## config.mk

```make
export PLATFORM = sky130hd
export DESIGN_NAME = ext_irq_ctrl
export DESIGN_NICKNAME = d
export VERILOG_FILES = /design/src/rtl/ext_irq_pkg.sv /design/src/rtl/irq_sync.sv /design/src/rtl/irq_detect.sv /design/src/rtl/irq_pick.sv /design/src/rtl/ext_irq_ctrl.sv
export SDC_FILE = /design/constraint.sdc
export NUM_CORES = 2
export LEC_CHECK = 0
export BUFFER_PORTS_ARGS = -buffer_cell sky130_fd_sc_hd__buf_2
export CAP_MARGIN = 20
export CORE_UTILIZATION = 60
export CTS_CLUSTER_DIAMETER = 150
export CTS_CLUSTER_SIZE = 8
export DETAILED_ROUTE_END_ITERATION = 10
export HOLD_SLACK_MARGIN = 0.06
export PLACE_DENSITY = 0.77
export SKIP_LAST_GASP = 1
export SYNTH_ARGS = -nofsm -noshare
export SYNTH_HDL_FRONTEND = slang
export SYNTH_SLANG_ARGS = --single-unit
export TNS_END_PERCENT = 10
```

## constraint.sdc

```tcl
create_clock -name clk -period 2.9 [get_ports clk]
set_input_delay 0.145 -clock clk [delete_from_list [all_inputs] [get_ports clk]]
set_output_delay 0.145 -clock clk [all_outputs]
set_load 0.01 [all_outputs]
```

## src/rtl/ext_irq_pkg.sv

```systemverilog
package ext_irq_pkg;
  localparam int SRC_COUNT = 64;
  localparam int EDGE_FIRST = 47;
  localparam int EDGE_LAST = 50;
  typedef enum logic [1:0] {
    SENSE_LVL_LO = 2'd0,
    SENSE_LVL_HI = 2'd1,
    SENSE_FALL   = 2'd2,
    SENSE_RISE   = 2'd3
  } sense_e;
endpackage

```

## src/rtl/irq_sync.sv

```systemverilog
module irq_sync #(
  parameter int W = 64
) (
  input  logic         clk,
  input  logic         rst_n,
  input  logic [W-1:0] d_in,
  output logic [W-1:0] d_out
);
  logic [W-1:0] meta_q;
  always_ff @(posedge clk or negedge rst_n) begin
    if (!rst_n) begin
      meta_q <= '0;
      d_out  <= '0;
    end else begin
      meta_q <= d_in;
      d_out  <= meta_q;
    end
  end
endmodule

```

## src/rtl/irq_detect.sv

```systemverilog
module irq_detect
  import ext_irq_pkg::*;
#(
  parameter int NSRC = SRC_COUNT,
  parameter int E_LO = EDGE_FIRST,
  parameter int E_HI = EDGE_LAST
) (
  input  logic                 clk,
  input  logic                 rst_n,
  input  logic [NSRC-1:0]      sync_in,
  input  logic                 det_en,
  input  logic [NSRC-1:0][1:0] sense,
  input  logic                 clr_valid,
  input  logic [3:0]           clr_low,
  output logic [NSRC-1:0]      pend
);
  for (genvar s = 0; s < NSRC; s++) begin : g_det
    logic latch;
    logic lvl_hit;
    assign lvl_hit = sense[s][0] ? sync_in[s] : ~sync_in[s];
    assign pend[s] = det_en & (sense[s][1] ? latch : lvl_hit);
    if (s >= E_LO && s <= E_HI) begin : g_edge
      localparam logic [3:0] LOWID = 4'(s);
      logic prev_q, latch_q, latch_d, set_c, clr_c;
      always_comb begin
        set_c = 1'b0;
        if (det_en) begin
          if (sense[s] == SENSE_RISE)      set_c = sync_in[s] & ~prev_q;
          else if (sense[s] == SENSE_FALL) set_c = ~sync_in[s] & prev_q;
        end
        clr_c   = clr_valid && (clr_low == LOWID);
        latch_d = sense[s][1] & (set_c | (latch_q & ~clr_c));
      end
      always_ff @(posedge clk or negedge rst_n) begin
        if (!rst_n) begin
          prev_q  <= 1'b0;
          latch_q <= 1'b0;
        end else begin
          prev_q  <= sync_in[s];
          latch_q <= latch_d;
        end
      end
      assign latch = latch_q;

      edge_gate_chk: assert property (@(posedge clk) disable iff (!rst_n)
        $rose(latch_q) |-> $past(det_en));

      edge_clr_chk: assert property (@(posedge clk) disable iff (!rst_n)
        (clr_c && !set_c) |=> !latch_q);
    end else begin : g_lvl
      assign latch = 1'b0;
    end
  end
endmodule

```

## src/rtl/irq_pick.sv

```systemverilog
module irq_pick #(
  parameter int NSRC = 64,
  localparam int IDW = $clog2(NSRC)
) (
  input  logic            clk,
  input  logic            rst_n,
  input  logic [NSRC-1:0] act,
  output logic            found,
  output logic [IDW-1:0]  idx
);
  always_comb begin
    found = |act;
    idx   = '0;
    for (int i = NSRC - 1; i >= 0; i--) begin
      if (act[i]) idx = IDW'(i);
    end
  end

  pick_hit_chk: assert property (@(posedge clk) disable iff (!rst_n)
    found |-> act[idx]);

  pick_low_chk: assert property (@(posedge clk) disable iff (!rst_n)
    found |-> ((act << (NSRC - int'(idx))) == '0));
endmodule

```

## src/rtl/ext_irq_ctrl.sv

```systemverilog
module ext_irq_ctrl
  import ext_irq_pkg::*;
#(
  parameter int NSRC = SRC_COUNT,
  parameter int E_LO = EDGE_FIRST,
  parameter int E_HI = EDGE_LAST
) (
  input  logic            clk,
  input  logic            rst_n,
  input  logic [11:0]     bus_addr,
  input  logic            bus_we,
  input  logic [31:0]     bus_wdata,
  output logic [31:0]     bus_rdata,
  input  logic [NSRC-1:0] irq_in,
  output logic            irq_req
);
  localparam int IDW = $clog2(NSRC);
  localparam logic [IDW-1:0] IDLE_ID = IDW'(NSRC - 1);
  localparam logic [11:0] A_DET  = 12'h004;
  localparam logic [11:0] A_MASK = 12'h084;
  localparam logic [11:0] A_ECLR = 12'h0C0;
  localparam logic [11:0] A_STAT = 12'h144;
  localparam logic [11:0] A_PKT  = 12'h444;
  localparam logic [11:0] A_CFG  = 12'h200;

  logic aligned, is_cfg;
  logic [IDW-1:0] cfg_src;
  assign aligned = bus_addr[1:0] == 2'b00;
  assign is_cfg  = aligned && (bus_addr[11:IDW+3] == A_CFG[11:IDW+3]);
  assign cfg_src = bus_addr[IDW+2:3];

  // global control registers
  logic det_q, det_d, pkt_q, pkt_d, req_d;
  logic [31:0] mask_q, mask_d;
  logic found;
  logic [IDW-1:0] pick_idx, cs_id;

  always_comb begin
    det_d  = det_q;
    pkt_d  = pkt_q;
    mask_d = mask_q;
    if (bus_we && bus_addr == A_DET)  det_d  = bus_wdata[0];
    if (bus_we && bus_addr == A_PKT)  pkt_d  = bus_wdata[0];
    if (bus_we && bus_addr == A_MASK) mask_d = bus_wdata;
    req_d = pkt_q & found;
  end

  always_ff @(posedge clk or negedge rst_n) begin
    if (!rst_n) begin
      det_q   <= 1'b0;
      pkt_q   <= 1'b0;
      mask_q  <= '0;
      irq_req <= 1'b0;
    end else begin
      det_q   <= det_d;
      pkt_q   <= pkt_d;
      mask_q  <= mask_d;
      irq_req <= req_d;
    end
  end

  // per-source configuration storage
  logic [NSRC-1:0][1:0] en_a, sense_a;
  logic [NSRC-1:0][3:0] node_a;
  logic [NSRC-1:0][7:0] tag_a, cls_a;
  logic [NSRC-1:0]      act;

  for (genvar s = 0; s < NSRC; s++) begin : g_cfg
    logic sel0, sel1;
    logic [1:0] en_q, en_d;
    logic [3:0] node_q, node_d;
    logic [7:0] tag_q, tag_d, cls_q, cls_d;
    assign sel0 = bus_we && is_cfg && cfg_src == IDW'(s) && !bus_addr[2];
    assign sel1 = bus_we && is_cfg && cfg_src == IDW'(s) &&  bus_addr[2];
    always_comb begin
      en_d   = sel0 ? bus_wdata[29:28] : en_q;
      node_d = sel0 ? bus_wdata[7:4]   : node_q;
      cls_d  = sel1 ? bus_wdata[23:16] : cls_q;
      tag_d  = sel1 ? bus_wdata[7:0]   : tag_q;
    end
    always_ff @(posedge clk or negedge rst_n) begin
      if (!rst_n) begin
        en_q   <= '0;
        node_q <= '0;
        cls_q  <= '0;
        tag_q  <= '0;
      end else begin
        en_q   <= en_d;
        node_q <= node_d;
        cls_q  <= cls_d;
        tag_q  <= tag_d;
      end
    end
    if (s >= E_LO && s <= E_HI) begin : g_sns
      logic [1:0] sense_q, sense_d;
      assign sense_d = sel0 ? bus_wdata[25:24] : sense_q;
      always_ff @(posedge clk or negedge rst_n) begin
        if (!rst_n) sense_q <= SENSE_LVL_HI;
        else        sense_q <= sense_d;
      end
      assign sense_a[s] = sense_q;
    end else begin : g_fix
      assign sense_a[s] = SENSE_LVL_HI;
    end
    assign en_a[s]   = en_q;
    assign node_a[s] = node_q;
    assign cls_a[s]  = cls_q;
    assign tag_a[s]  = tag_q;
  end

  // detection datapath
  logic [NSRC-1:0] sync_in, pend;

  irq_sync #(.W(NSRC)) u_sync (
    .clk(clk), .rst_n(rst_n), .d_in(irq_in), .d_out(sync_in)
  );

  irq_detect #(.NSRC(NSRC), .E_LO(E_LO), .E_HI(E_HI)) u_det (
    .clk(clk), .rst_n(rst_n), .sync_in(sync_in), .det_en(det_q),
    .sense(sense_a), .clr_valid(bus_we && bus_addr == A_ECLR && bus_wdata[8]),
    .clr_low(bus_wdata[3:0]), .pend(pend)
  );

  for (genvar s = 0; s < NSRC; s++) begin : g_act
    assign act[s] = pend[s] & (&en_a[s]);
  end

  irq_pick #(.NSRC(NSRC)) u_pick (
    .clk(clk), .rst_n(rst_n), .act(act), .found(found), .idx(pick_idx)
  );

  assign cs_id = found ? pick_idx : IDLE_ID;

  // read path
  always_comb begin
    bus_rdata = '0;
    if (is_cfg) begin
      if (!bus_addr[2])
        bus_rdata = {2'b00, en_a[cfg_src], 2'b00, sense_a[cfg_src],
                     16'h0000, node_a[cfg_src], 4'h0};
      else
        bus_rdata = {8'h00, cls_a[cfg_src], 8'h00, tag_a[cfg_src]};
    end else begin
      case (bus_addr)
        A_DET:   bus_rdata = {31'd0, det_q};
        A_PKT:   bus_rdata = {31'd0, pkt_q};
        A_MASK:  bus_rdata = mask_q;
        A_STAT:  bus_rdata = {8'(cs_id), 24'd0};
        default: bus_rdata = '0;
      endcase
    end
  end


  det_idle_chk: assert property (@(posedge clk) disable iff (!rst_n)
    !det_q |-> (cs_id == IDLE_ID));

  req_off_chk: assert property (@(posedge clk) disable iff (!rst_n)
    !pkt_q |=> !irq_req);

  req_on_chk: assert property (@(posedge clk) disable iff (!rst_n)
    (pkt_q && found) |=> irq_req);
endmodule

```

==> out/results.ini <==
[finish]
layout_commonest_cell = dfrtp_1
fillers = 7051
areaGrowthSynthToFinish_pct = 18.8
layout.cells.non_filler = 6665
final_cell_mix = dfrtp_1 (1582), mux2_2 (1451), mux4_2 (424), buf_4 (341), clkbuf_16 (217)
nets = 5214
antenna_cells = 0
drive_gt1_share_pct = 53.7

[logic_synthesis]
syn_area_per_cell_um2 = 15.8
synth-async-reset-ratio_pct = 100
yosys.area_share.adder_pct = 0
syn_inst = 4489
ys_seq_area_share_pct = 55.9
syn_nets = 4600
synth-compound-area-share_pct = 1.58
synthFlopType = dfrtp_1
synth-edff-count = 0
syn_area_mm2 = 0.0710
ys_seq_elements = 1587
synth-xor-area-share_pct = 0.0493
synth_simple_gate_area_share_pct = 3.27
synth_top_family_by_area = multiplexers
yosysWarnings = 0
synth.lib_cells_used.distinct = 67
synthMuxAreaShare_pct = 36.7

[global_routing]
overflow = 0
gr-usage-all-layers_pct = 32.9
grt_max_degree = 172
grt_first_pass_wirelength_mm = 296
grt_pass1_vias = 47300
antenna_found_initial = 5

[clocking]
clockBufferDepth = 3
cts_made_buffers = 216
cts-htree-levels = 4
cts.sinks = 1587
insertion_delay_ns = 0.84
clkSlewWorstSetupHoldPaths_ns = 0.05
cts_tree = built
clk_root_buffer_cell = clkbuf_16

[sta]
min_period_ns = 3.69
clock_skew_ns = 0.0401
maxSlewViolCount = 0
tns_ns = -8.75
fmax_mhz = 271
final-setup-viol-count = 22
finalHoldViolCount = 0
layout_setup_ws_ns = -0.789
tightest_slew_ns = 1.08
min_period_over_period_pct = 127
rsz0062_at_grt = yes
max_slew_margin_pct = 27.6

[die]
core_area_mm2 = 0.117
fp.dieW_um = 346
start_util_pct = 60.8
io_pins = 144
dieHeight_um = 346
rows = 125
die-area_mm2 = 0.120

[job]
maxCapViolCount = 0

[critical_path]
reg2reg_slack_ns = 0.49
path_max_fanout = 5
regToRegStartpoint = det_q$_DFFE_PN0P_
crit_required_ns = 2.76
path_class = reg -> out
worstSetupStartpointType = flop
reg2reg_to = irq_req$_DFF_PN0_
critPathLaunch = det_q$_DFFE_PN0P_
crit_slowest_cell = dfrtp_2
r2r_cells = 11
path_cells = buf_12 > buf_16 > buf_8 > nand4_1 > buf_4 > o21ai_0 > a21boi_1 > o21ai_1 > a211oi_2 > buf_4 > o21ai_0 > o211ai_1 > buf_2
cp-endpoint = bus_rdata[24]
worstSetupEndpointType = output pin
arrival_ns = 3.54
slowest_delay_ns = 0.44

[pwr]
power.density_mw_per_mm2 = 560
power.leakage_nw = 41.0
ir_drop_v = 0.000689

[placement]
io_buffers = 143
place_inst = 6186
place_congestion = 1.01
hpwl_mm = 114

[worst_hold_path]
hp-class = in -> reg

[run_status]
violations = negative setup slack
status = finished, violations left

[routing]
drtPass1Iterations = 6
viasPerCell = 6.58
drt-total-wl_mm = 192
ant_nets = 0
dr_total_vias = 43900
drtIter0Drc = 3927
wl_per_cell_um = 28.8
drc = 0

## metrics by stage
stage               hold WS, ns  util (%)  setup slack, ns  instance area [µm²]  power [mW]
floorplan                -0.151         -            0.494                71000        23.7
detailed placement       0.0583      65.1           -0.222                76100        24.9
CTS                      0.0634      71.9           -0.608                84000        47.4
global route              0.144      72.2           -0.816                84400        48.6
finish                    0.119      72.2           -0.789                84400        47.2
global placement         0.0570      65.1           -0.236                76100        24.8
## cells in the mapped netlist, drive strengths merged, types with 18 or more instances
cell type,instances,share of area (%)
o21ai,43,0.30
a21oi,28,0.20
a22oi,19,0.20
buf,147,1.2
mux2,1451,23
nand3,19,0.14
dfrtp,1583,56
inv,20,0.11
mux2i,21,0.30
mux4,424,13
clkbuf,218,1.2
nand4,79,0.70
nor3,18,0.13
nand2,128,0.70
nor2,122,0.73
## final cells by class
cell class                      instances  area (µm²)  area share [%]
Clock inverter                         16         309           0.366
Inverter                               20        75.1          0.0890
Sequential cell                      1587       39700            47.1
Tap cell                             1524        1910            2.26
Timing Repair Buffer                  761        7120            8.44
Clock buffer                          240        5500            6.51
Multi-Input combinational cell       2517       29700            35.3
## timing repair
item,in CTS,in global routing
resized for setup,26,21
buffers inserted,25,7
hold buffers,177,8
hold endpoints to repair,1938,278
pin swaps,17,12
endpoints found under the setup margin,22,22
cloned,2,1
## where the power goes
group / total [mW] / internal (mW) / switching (mW)
Sequential: 22.5 / 22.4 / 0.103
Clock: 22.5 / 13.2 / 9.29
Combinational: 2.29 / 0.858 / 1.43
## cells by family after synthesis
kind of cell | count (synthesis)
muxes | 1896
buffers and inverters | 385
xor gates and xnor gates | 4
DFF | 1587
AOI/OAI and AO/OA | 167
and+or+nand+nor | 450
## worst min path at each step
stage | slack [ns] | startpoint | depth (start not counted) | end
2_1_floorplan | -0.15 | rst_n | 0 | det_q$_DFFE_PN0P_
3_3_place_gp | 0.06 | rst_n | 1 | g_cfg[51].tag_q[5]$_DFFE_PN0P_
3_5_place_dp | 0.06 | rst_n | 1 | g_cfg[50].tag_q[5]$_DFFE_PN0P_
4_1_cts | 0.06 | bus_addr[0] | 8 | u_det.g_det[49].g_edge.latch_q$_DFF_PN0_
5_1_grt | 0.14 | bus_wdata[29] | 3 | g_cfg[37].en_q[1]$_DFFE_PN0P_
6_report | 0.12 | bus_addr[0] | 8 | u_det.g_det[49].g_edge.latch_q$_DFF_PN0_
## metal layers
layer / track usage (%) / wire [µm] / vias up
met2: 52.5 / 93700 / 1848
li1: - / - / 18000
met3: 5.89 / 12700 / 523
met5: 0 / 11 / -
met1: 45.1 / 77500 / 23500
met4: 13.7 / 7940 / 2
## flip-flops by register name, indices dropped and copies added (netlist names)
register / flops
g_cfg.cls_q: 512
g_cfg.tag_q: 512
g_cfg.node_q: 256
g_cfg.en_q: 128
u_sync.d_out: 64
u_sync.meta_q: 64
mask_q: 32
g_cfg.g_sns.sense_q: 8
u_det.g_det.g_edge.latch_q: 4
u_det.g_det.g_edge.prev_q: 4
det_q: 1
irq_req: 1
pkt_q: 1
## critical path, delay by kind of cell (launching register included)
kind	cells	cell delay, ns
simple gates	1	0.09
compound gates	6	1.18
buf+inv	6	0.96
flops	1	0.44
Power figures use the tool's default switching activity.
